`config.mk`:
```
export PLATFORM = sky130hd
export DESIGN_NAME = uart_host_mirror
export DESIGN_NICKNAME = d
export VERILOG_FILES = /design/src/rtl/hmx_pkg.sv /design/src/rtl/hmx_strobe_sync.sv /design/src/rtl/hmx_pipe.sv /design/src/rtl/hmx_regfile.sv /design/src/rtl/uart_host_mirror.sv
export SDC_FILE = /design/constraint.sdc
export NUM_CORES = 1
export LEC_CHECK = 0
export CAP_MARGIN = 20
export CORE_AREA = 2 2 75 77
export DETAILED_ROUTE_END_ITERATION = 10
export DIE_AREA = 0 0 77 79
export HOLD_SLACK_MARGIN = 0.12
export PLACE_DENSITY_LB_ADDON = 0.15
export SLEW_MARGIN = 40
export SYNTH_ARGS = -nofsm -noshare
export SYNTH_HDL_FRONTEND = slang
export SYNTH_SLANG_ARGS = --single-unit
export TNS_END_PERCENT = 1
```
`constraint.sdc`:
```
create_clock -name clk -period 1.5 [get_ports clk]
set_input_delay 0.45 -clock clk [delete_from_list [all_inputs] [get_ports clk]]
set_output_delay 0.45 -clock clk [all_outputs]
set_load 0.01 [all_outputs]
```
`src/rtl/hmx_pkg.sv`:
```
package hmx_pkg;
  // Host register addresses (host software decodes these positions)
  localparam logic [2:0] HA_DATA = 3'd0;
  localparam logic [2:0] HA_IEN  = 3'd1;
  localparam logic [2:0] HA_IID  = 3'd2;
  localparam logic [2:0] HA_LST  = 3'd5;

  // Local MPU register selects
  localparam logic [1:0] MA_DATA = 2'd0;
  localparam logic [1:0] MA_LST  = 2'd1;
  localparam logic [1:0] MA_IEN  = 2'd2;

  // Line status bit positions
  localparam int LS_DR   = 0;
  localparam int LS_OE   = 1;
  localparam int LS_THRE = 5;
  localparam int LS_TEMT = 6;

  // Interrupt enable bit positions
  localparam int IE_RX  = 0;
  localparam int IE_TX  = 1;
  localparam int IE_LS  = 2;
  localparam int IE_CNT = 3;

  // Identification codes
  localparam int ID_LS   = 6;
  localparam int ID_RX   = 4;
  localparam int ID_TX   = 2;
  localparam int ID_NONE = 1;
endpackage

```
`src/rtl/hmx_strobe_sync.sv`:
```
module hmx_strobe_sync #(
  parameter int STAGES = 2
) (
  input  logic clk,
  input  logic rst,
  input  logic async_in,
  output logic go
);
  logic [STAGES-1:0] chain;
  logic              seen_q;

  for (genvar g = 0; g < STAGES; g++) begin : g_stage
    if (g == 0) begin : g_first
      always_ff @(posedge clk) begin
        if (rst) chain[g] <= 1'b0;
        else     chain[g] <= async_in;
      end
    end else begin : g_next
      always_ff @(posedge clk) begin
        if (rst) chain[g] <= 1'b0;
        else     chain[g] <= chain[g-1];
      end
    end
  end

  always_ff @(posedge clk) begin
    if (rst) seen_q <= 1'b0;
    else     seen_q <= chain[STAGES-1];
  end

  assign go = chain[STAGES-1] & ~seen_q;

  // one access pulse per synchronized strobe assertion
  a_r3_single_pulse: assert property (@(posedge clk) disable iff (rst)
    go |=> !go);
endmodule

```
`src/rtl/hmx_pipe.sv`:
```
module hmx_pipe #(
  parameter int DEPTH = 2,
  parameter int W     = 1
) (
  input  logic         clk,
  input  logic         rst,
  input  logic [W-1:0] d,
  output logic [W-1:0] q
);
  logic [W-1:0] stage [DEPTH];

  for (genvar g = 0; g < DEPTH; g++) begin : g_st
    if (g == 0) begin : g_in
      always_ff @(posedge clk) begin
        if (rst) stage[g] <= '0;
        else     stage[g] <= d;
      end
    end else begin : g_mid
      always_ff @(posedge clk) begin
        if (rst) stage[g] <= '0;
        else     stage[g] <= stage[g-1];
      end
    end
  end

  assign q = stage[DEPTH-1];
endmodule

```
`src/rtl/hmx_regfile.sv`:
```
module hmx_regfile
  import hmx_pkg::*;
#(
  parameter int DATA_W  = 8,
  parameter int HADDR_W = 3,
  parameter int MADDR_W = 2
) (
  input  logic               clk,
  input  logic               rst,
  input  logic               host_rd_go,
  input  logic               host_wr_go,
  input  logic [HADDR_W-1:0] host_addr,
  input  logic [DATA_W-1:0]  host_wdata,
  output logic [DATA_W-1:0]  host_rdata,
  input  logic               mpu_wr,
  input  logic               mpu_rd,
  input  logic [MADDR_W-1:0] mpu_addr,
  input  logic [DATA_W-1:0]  mpu_wdata,
  output logic [DATA_W-1:0]  mpu_rdata,
  input  logic               thr_clr,
  output logic               thr_wr,
  output logic               pend_any,
  output logic [DATA_W-1:0]  ier_o
);
  localparam logic [DATA_W-1:0] IER_MASK = DATA_W'((1 << IE_CNT) - 1);

  logic              dr_q, oe_q, thre_q;
  logic [DATA_W-1:0] ier_q, rbr_q, thr_q;
  logic [DATA_W-1:0] lsr, iid;
  logic              rd_rbr, rd_lsr, wr_ier, m_put, m_take;
  logic              ls_p, rx_p, tx_p;

  assign rd_rbr = host_rd_go && (host_addr == HADDR_W'(HA_DATA));
  assign rd_lsr = host_rd_go && (host_addr == HADDR_W'(HA_LST));
  assign thr_wr = host_wr_go && (host_addr == HADDR_W'(HA_DATA));
  assign wr_ier = host_wr_go && (host_addr == HADDR_W'(HA_IEN));
  assign m_put  = mpu_wr && (mpu_addr == MADDR_W'(MA_DATA));
  assign m_take = mpu_rd && (mpu_addr == MADDR_W'(MA_DATA));

  always_ff @(posedge clk) begin
    if (rst) begin
      dr_q   <= 1'b0;
      oe_q   <= 1'b0;
      thre_q <= 1'b1;
      ier_q  <= '0;
      rbr_q  <= '0;
      thr_q  <= '0;
    end else begin
      if (m_put) begin
        rbr_q <= mpu_wdata;
        dr_q  <= 1'b1;
      end else if (rd_rbr) begin
        dr_q  <= 1'b0;
      end
      if (m_put && dr_q && !rd_rbr) oe_q <= 1'b1;
      else if (rd_lsr)              oe_q <= 1'b0;
      if (thr_wr) thr_q <= host_wdata;
      if (m_take)       thre_q <= 1'b1;
      else if (thr_clr) thre_q <= 1'b0;
      if (wr_ier) ier_q <= host_wdata & IER_MASK;
    end
  end

  always_comb begin
    lsr          = '0;
    lsr[LS_DR]   = dr_q;
    lsr[LS_OE]   = oe_q;
    lsr[LS_THRE] = thre_q;
    lsr[LS_TEMT] = thre_q;
  end

  assign ls_p     = oe_q   & ier_q[IE_LS];
  assign rx_p     = dr_q   & ier_q[IE_RX];
  assign tx_p     = thre_q & ier_q[IE_TX];
  assign pend_any = ls_p | rx_p | tx_p;
  assign ier_o    = ier_q;

  always_comb begin
    if (ls_p)      iid = DATA_W'(ID_LS);
    else if (rx_p) iid = DATA_W'(ID_RX);
    else if (tx_p) iid = DATA_W'(ID_TX);
    else           iid = DATA_W'(ID_NONE);
  end

  always_ff @(posedge clk) begin
    if (rst) begin
      host_rdata <= '0;
    end else begin
      case (host_addr)
        HADDR_W'(HA_DATA): host_rdata <= rbr_q;
        HADDR_W'(HA_IEN):  host_rdata <= ier_q;
        HADDR_W'(HA_IID):  host_rdata <= iid;
        HADDR_W'(HA_LST):  host_rdata <= lsr;
        default:           host_rdata <= '0;
      endcase
    end
  end

  always_ff @(posedge clk) begin
    if (rst) begin
      mpu_rdata <= '0;
    end else if (mpu_rd) begin
      case (mpu_addr)
        MADDR_W'(MA_DATA): mpu_rdata <= thr_q;
        MADDR_W'(MA_LST):  mpu_rdata <= lsr;
        MADDR_W'(MA_IEN):  mpu_rdata <= ier_q;
        default:           mpu_rdata <= '0;
      endcase
    end
  end

  // overrun can only appear while a received byte is still held
  a_r9_oe_needs_dr: assert property (@(posedge clk) disable iff (rst)
    $rose(oe_q) |-> dr_q);
endmodule

```
`src/rtl/uart_host_mirror.sv`:
```
module uart_host_mirror
  import hmx_pkg::*;
#(
  parameter int DATA_W      = 8,
  parameter int HADDR_W     = 3,
  parameter int MADDR_W     = 2,
  parameter int SYNC_STAGES = 2,
  parameter int IRQ_LAT     = 2,
  parameter int THR_CLR_LAT = 1
) (
  input  logic               clk,
  input  logic               rst,
  input  logic [HADDR_W-1:0] host_addr,
  input  logic [DATA_W-1:0]  host_wdata,
  output logic [DATA_W-1:0]  host_rdata,
  input  logic               host_cs_n,
  input  logic               host_rd_n,
  input  logic               host_wr_n,
  output logic               host_drv_dis_n,
  output logic               host_irq,
  input  logic [MADDR_W-1:0] mpu_addr,
  input  logic [DATA_W-1:0]  mpu_wdata,
  output logic [DATA_W-1:0]  mpu_rdata,
  input  logic               mpu_wr,
  input  logic               mpu_rd
);
  logic              rd_raw, wr_raw, rd_go, wr_go;
  logic              thr_wr, thr_clr, pend_any;
  logic [DATA_W-1:0] ier_w;

  assign rd_raw = ~host_cs_n & ~host_rd_n;
  assign wr_raw = ~host_cs_n & ~host_wr_n;

  hmx_strobe_sync #(.STAGES(SYNC_STAGES)) u_rd_sync (
    .clk(clk), .rst(rst), .async_in(rd_raw), .go(rd_go));

  hmx_strobe_sync #(.STAGES(SYNC_STAGES)) u_wr_sync (
    .clk(clk), .rst(rst), .async_in(wr_raw), .go(wr_go));

  hmx_regfile #(.DATA_W(DATA_W), .HADDR_W(HADDR_W), .MADDR_W(MADDR_W)) u_regs (
    .clk(clk), .rst(rst),
    .host_rd_go(rd_go), .host_wr_go(wr_go),
    .host_addr(host_addr), .host_wdata(host_wdata), .host_rdata(host_rdata),
    .mpu_wr(mpu_wr), .mpu_rd(mpu_rd), .mpu_addr(mpu_addr),
    .mpu_wdata(mpu_wdata), .mpu_rdata(mpu_rdata),
    .thr_clr(thr_clr), .thr_wr(thr_wr), .pend_any(pend_any), .ier_o(ier_w));

  hmx_pipe #(.DEPTH(THR_CLR_LAT), .W(1)) u_thr_dly (
    .clk(clk), .rst(rst), .d(thr_wr), .q(thr_clr));

  hmx_pipe #(.DEPTH(IRQ_LAT), .W(1)) u_irq_dly (
    .clk(clk), .rst(rst), .d(pend_any), .q(host_irq));

  always_ff @(posedge clk) begin
    if (rst) host_drv_dis_n <= 1'b1;
    else     host_drv_dis_n <= ~rd_raw;
  end

  // driver disable only falls after a sampled host read
  a_r8_drv_after_read: assert property (@(posedge clk) disable iff (rst)
    $fell(host_drv_dis_n) |-> $past(!host_cs_n && !host_rd_n));

  if (IRQ_LAT == 2) begin : g_lat_chk
    // MPU receive write with receive enable raises the interrupt two clocks on
    a_r4_rx_irq_rise: assert property (@(posedge clk) disable iff (rst)
      $past(mpu_wr && mpu_addr == MADDR_W'(MA_DATA)) && ier_w[IE_RX] |-> ##2 host_irq);
    // MPU transmit read with transmit enable raises the interrupt two clocks on
    a_r7_tx_irq_rise: assert property (@(posedge clk) disable iff (rst)
      $past(mpu_rd && mpu_addr == MADDR_W'(MA_DATA)) && ier_w[IE_TX] |-> ##2 host_irq);
    // with every source disabled for two cycles the interrupt stays low
    a_r10_ier_off: assert property (@(posedge clk) disable iff (rst)
      (ier_w == '0) && $past(ier_w == '0) |=> !host_irq);
  end
endmodule

```
==> results.py, run 1 <==
metrics = {
    "floorplanning": {
        "die_w_um": 77,
        "dieArea_um2": 6080,
        "die_y_um": 79,
        "initial_core_util_pct": 36.5,
        "io_pins": 46,
        "std_cell_rows": 27,
        "core_area_um2": 5340,
    },
    "synth": {
        "synthTopCellsByArea": "dfxtp_1 (49%), mux2i_1 (11%), nand2b_1 (7.1%), nor2b_1 (4.2%), nor2_1 (3.1%)",
        "postSynthAreaPerCell_um2": 10.0,
        "yosysTopAreaCellShare_pct": 49.3,
        "synth_top_cell_by_area": "dfxtp_1",
        "synth_cell_types": 36,
        "synth.most_common_cell": "dfxtp_1",
        "synth_top_flop_cell": "dfxtp_1",
        "ys_warn_count": 0,
        "synth_seq_area_share_pct": 49.3,
        "ys_ff_latch": 48,
        "netlist_instances": 195,
        "synth_edf_count": 0,
        "ys_top_cells_by_count": "dfxtp_1 (48), mux2i_1 (22), nand2b_1 (22)",
        "syn_nets": 223,
        "ys_async_sr_fraction_pct": 0,
        "synth.cell_area_um2": 1950,
    },
    "clock_tree": {
        "cts_num_sinks": 48,
        "cts_buffer_depth": 2,
        "cts_tree": "built",
        "cts_root_buf": "clkbuf_8",
        "cts_buffers": 5,
        "cts.clk_slew.worst_paths_ns": 0.08,
        "cts_resized": 18,
        "cts_setup_buffers": 0,
        "clk_latency_ns": 0.30,
        "cts_max_level": 2,
        "cts_hold_buf": 0,
    },
    "routing": {
        "via_per_inst": 4.61,
        "ant_nets": 0,
        "wl_per_cell_um": 12.1,
        "wirelength_mm": 3.99,
        "drt_iter0_drc": 68,
        "drc": 0,
        "dr.pass1.iters": 4,
        "via_count": 1516,
    },
    "sta": {
        "fin_skew_ns": 0.00682,
        "fmax_mhz": 699,
        "hold_viol_final": 0,
        "relSlewSlack_pct": 76.8,
        "worst_slew_pin_slew_ns": 0.347,
        "grt_setup_unrepaired": "false",
        "holdWs_ns": 0.440,
        "finalMaxSlewViolations": 0,
        "period_share_pct": 95.4,
        "setup_ws_ns": 0.0691,
        "setup_viol": 0,
        "timing.final.crit_period_ns": 1.43,
    },
    "grt": {
        "antenna_found_initial": 0,
        "grt-ovfl-total": 0,
        "grt_usage_pct": 14.4,
        "grt_pass1_wl_mm": 6.80,
        "grt_pass1_vias": 1455,
        "grt_max_degree": 15,
    },
    "placed_design": {
        "dpl_worst_slack_ns": -0.314,
        "port_buffers": 45,
        "place_hpwl_mm": 2.96,
        "placed_cell_area_um2": 2600,
        "globalplace.congestion": 0.724,
    },
    "layout": {
        "stdcell_area_um2": 2700,
        "nFillCells": 545,
        "drive_above_1_share_pct": 15.2,
        "finalNetCount": 284,
        "fin_util_pct": 50.5,
        "area_growth_pct": 38.2,
        "antennaDiodeCount": 0,
    },
    "setup_path": {
        "end_kind": "flip-flop",
        "path_class": "in -> reg",
        "startpoint_type": "input port",
        "crit_path_top_delay_cell": "clkdlybuf4s50_1",
        "path_cells": "clkdlybuf4s50_1, nor2_4, and3b_1, buf_12, mux2i_1",
        "critPathMaxStageDelay_ns": 0.48,
        "worstPathArrival_ns": 1.66,
        "crit_fanout": 9,
        "critical_path_required_ns": 1.73,
        "rrSetupSlack_ns": 0.38,
    },
    "flow_run": {
        "maxCapViolations": 0,
    },
    "pwr": {
        "power_mw": 2.48,
        "peakVddDrop_v": 0.000391,
        "p_leak_nw": 1.12,
        "power_density_nw_per_um2": 919,
    },
    "min_path": {
        "min_path_type": "reg -> reg",
    },
    "status": {
        "outcome": "finished, final reports clean",
    },
}
[layout by cell type (no fill, tap or decap), drive strengths merged, types with 5 or more instances in the layout]
cell	count
a21oi	7
buf	20
clkbuf	6
clkdlybuf4s50	24
dfxtp	48
dlygate4sd2	18
mux2	5
mux2i	22
nand2	10
nand2b	22
nand3	7
nor2	17
nor2b	13
[per-stage QoR]
stage               cells  setup TNS [ns]
floorplan             195               0
global placement      321           -8.85
detailed placement    321           -9.15
CTS                   329               0
global route          329               0
finish                329               0
[critical path: cells and delay by family]
family	cells	cell delay, ns
buffers and inverters	2	0.63
multiplexers	1	0.19
AND/OR/NAND/NOR	2	0.39
[final timing paths]
check / start / end / depth (start not counted)
setup reg to reg: u_regs.ier_o[0]$_SDFFE_PP0P_ / u_regs.host_rdata[0]$_SDFF_PP0_ / 3
setup / recovery: host_addr[2] / u_regs.thr_q[5]$_SDFFE_PP0P_ / 5
hold reg to reg: u_wr_sync.chain[0]$_SDFF_PP0_ / u_wr_sync.chain[1]$_SDFF_PP0_ / 1
hold / removal: u_wr_sync.chain[0]$_SDFF_PP0_ / u_wr_sync.chain[1]$_SDFF_PP0_ / 1
[flip-flops by register name, summed over array words and instances, names as in the netlist]
signal	cells
u_rd_sync.seen_q	1
u_regs.dr_q	1
u_regs.oe_q	1
u_thr_dly.stage	1
u_regs.thre_q	1
u_regs.thr_q	8
u_regs.rbr_q	8
u_regs.ier_o	3
u_rd_sync.chain	2
u_regs.mpu_rdata	8
u_wr_sync.seen_q	1
u_irq_dly.stage	2
host_drv_dis_n	1
u_wr_sync.chain	2
u_regs.host_rdata	8
[area by class of cell]
cell class	count	area, um2	area share [%]
Sequential cell	48	961	35.6
Multi-Input combinational cell	133	916	34.0
Timing Repair Buffer	65	611	22.6
Tap cell	72	90.1	3.34
Clock buffer	6	72.6	2.69
Clock inverter	2	35.0	1.30
Inverter	3	11.3	0.418
[report_power, final]
part           internal (mW)  switching [mW]
clock network          0.495           0.410
registers               1.30          0.0124
logic                  0.156           0.106
total                   1.95           0.529
[per-layer routing]
metal	routed length, um	global-route usage [%]
met3	184	5.11
met2	1910	23.1
met5	0	0
met4	70	6.43
met1	1830	17.4
[cells by family after synthesis]
family	count (synthesis)	synth area share [%]
AOI/OAI and AO/OA	24	9.11
buffers and inverters	14	4.04
DFF	48	49.3
muxes	27	14.2
and+or+nand+nor	82	23.4
No activity file was read; power rests on OpenSTA's default activity.
==> inputs of run 2 (changes only) <==
==> constraint.sdc (replaced) <==
create_clock -name clk -period 1.37 [get_ports clk]
set_input_delay 0.411 -clock clk [delete_from_list [all_inputs] [get_ports clk]]
set_output_delay 0.411 -clock clk [all_outputs]
set_load 0.01 [all_outputs]
==> run 2 against run 1 <==
Effect of this change: sequential power increased by 9.9%; first-iteration DRC count increased by 2.9%; global-route usage decreased by 0.42 points; via count about the same; critical path depth decreased by 4; clock skew decreased by 0.0033 ns; hold slack got worse by 0.0020 ns; die area unchanged; setup slack got worse by 0.020 ns; clock-buffer cell count unchanged; total power increased by 0.94%; clock power decreased by 14%; critical endpoint is now mpu_rdata[7]; largest cell class unchanged.
==> results.py, run 2 (synthesis results as in run 1) <==
metrics = {
    "floorplanning": {
        "die_w_um": 77,
        "std_cell_rows": 27,
        "die_y_um": 79,
        "dieArea_um2": 6080,
        "io_pins": 46,
        "initial_core_util_pct": 36.5,
        "core_area_um2": 5340,
    },
    "grt": {
        "grt_max_degree": 15,
        "grt-ovfl-total": 0,
        "grt_pass1_vias": 1425,
        "grt_usage_pct": 14.0,
        "antenna_found_initial": 0,
        "grt_pass1_wl_mm": 6.71,
    },
    "pwr": {
        "p_switching_uw": 565,
        "power_density_nw_per_um2": 942,
        "seq_power_share_pct": 57.4,
        "intPower_mw": 1.94,
        "p_leak_nw": 1.08,
        "power_frac_clock_pct": 31.3,
        "peakVddDrop_v": 0.000414,
        "sw_frac_of_total_pct": 22.6,
        "power_mw": 2.50,
        "p_comb_share_pct": 11.3,
    },
    "sta": {
        "tns_ns": 0,
        "grt_setup_unrepaired": "true",
        "fin_skew_ns": 0.00356,
        "relSlewSlack_pct": 76.2,
        "holdWs_ns": 0.439,
        "finalMaxSlewViolations": 0,
        "period_share_pct": 96.4,
        "hold_viol_final": 0,
        "fmax_mhz": 757,
        "timing.final.crit_period_ns": 1.32,
        "worst_slew_pin_slew_ns": 0.356,
        "setup_viol": 0,
    },
    "layout": {
        "nFillCells": 565,
        "area_growth_pct": 36.1,
        "fin_util_pct": 49.7,
        "antennaDiodeCount": 0,
        "drive_above_1_share_pct": 15.2,
        "final_cell_mix": "dfxtp_1 (48), nand2b_1 (22), mux2i_1 (22), clkdlybuf4s50_1 (22), dlygate4sd2_1 (20)",
        "layout_commonest_cell": "dfxtp_1",
        "finalNetCount": 284,
        "fin_cells": 328,
    },
    "setup_path": {
        "startpoint_type": "flip-flop",
        "worstPathArrival_ns": 0.91,
        "r2r_start": "u_regs.ier_o[0]$_SDFFE_PP0P_",
        "crit_family": "flip-flops",
        "rrSetupSlack_ns": 0.25,
        "critPathMaxStageDelay_ns": 0.35,
        "crit_fanout": 2,
        "crit_buf_inv": 1,
        "end_kind": "output pin",
        "crit_path_top_delay_cell": "dfxtp_1",
        "reg2reg_depth": 3,
        "path_cells": "dlygate4sd2_1",
        "rr_endpoint": "u_regs.host_rdata[0]$_SDFF_PP0_",
        "critical_path_required_ns": 0.96,
        "path_class": "reg -> out",
    },
    "routing": {
        "drc": 0,
        "ant_nets": 0,
        "via_per_inst": 4.63,
        "dr.pass1.iters": 4,
        "wl_per_cell_um": 12.0,
        "via_count": 1517,
        "wirelength_mm": 3.93,
        "drt_iter0_drc": 70,
    },
    "status": {
        "outcome": "finished, final reports clean",
    },
    "clock_tree": {
        "cts_max_level": 2,
        "cts_buffer_depth": 2,
        "cts_root_buf": "clkbuf_8",
        "cts_tree": "built",
        "clk_latency_ns": 0.29,
        "cts.clk_slew.worst_paths_ns": 0.08,
        "cts_hold_buf": 0,
        "cts_buffers": 5,
        "cts_num_sinks": 48,
    },
    "min_path": {
        "hold_depth": 1,
        "hp-start": "u_wr_sync.chain[0]$_SDFF_PP0_",
        "holdPathEnd": "u_wr_sync.chain[1]$_SDFF_PP0_",
        "min_path_type": "reg -> reg",
    },
    "placed_design": {
        "port_buffers": 45,
        "globalplace.congestion": 0.724,
        "placed_cells": 321,
        "place_hpwl_mm": 2.94,
    },
    "flow_run": {
        "maxCapViolations": 0,
    },
}
==> run 2: metrics by stage <==
step / instance area [um2] / worst slack [ns]
4_1_cts: 2650 / 0.00323
6_report: 2660 / 0.0491
5_1_grt: 2660 / -0.0147
3_5_place_dp: 2600 / -0.403
2_1_floorplan: 1950 / 0.0841
3_3_place_gp: 2600 / -0.364
==> run 2: routing by layer <==
metal	global-route usage, %	up-vias	wire, um	share of wire (%)
li1	-	786	-	-
met1	17.6	692	1830	47
met2	22.5	33	1840	47
met3	4.09	6	187	4.8
met4	5.89	0	64	1.6
met5	0	-	0	0
==> run 2: how the worst max path moves through the flow <==
stage                                          start  cells after the start  slack (ns)                               end
floorplan                               host_addr[1]                      4        0.08          u_regs.dr_q$_SDFFE_PP0P_
global placement                        host_addr[1]                      4       -0.36          u_regs.dr_q$_SDFFE_PP0P_
detailed placement                       mpu_addr[1]                      5       -0.40  u_regs.mpu_rdata[1]$_SDFFE_PP0P_
CTS                 u_regs.mpu_rdata[1]$_SDFFE_PP0P_                      1       0.003                      mpu_rdata[1]
global route                                  mpu_wr                      5       -0.01      u_regs.rbr_q[5]$_SDFFE_PP0P_
finish              u_regs.mpu_rdata[7]$_SDFFE_PP0P_                      1        0.05                      mpu_rdata[7]
==> run 2: final cells by class <==
type	count	area, um2	area share [%]
sequential	48	961	36.2
multi-input combinational	133	916	34.5
timing repair buffer	65	599	22.6
tap	72	90.1	3.39
clock buffer	6	72.6	2.73
inverter	3	11.3	0.424
clock inverter	1	5.00	0.189
==> run 2: power groups by stage <==
stage / sequential, mW / clock [mW] / combinational (mW)
after floorplan: 1.47 / 0 / 0.125
after global placement: 1.47 / 0 / 0.298
after detailed placement: 1.47 / 0 / 0.299
after CTS: 1.44 / 0.819 / 0.288
after global routing: 1.44 / 0.900 / 0.311
final: 1.44 / 0.782 / 0.284
==> run 2: repair_timing <==
action,4_1_cts,5_1_grt
endpoints found under the setup margin,43,9
resized for setup,23,5
buffers inserted,0,0
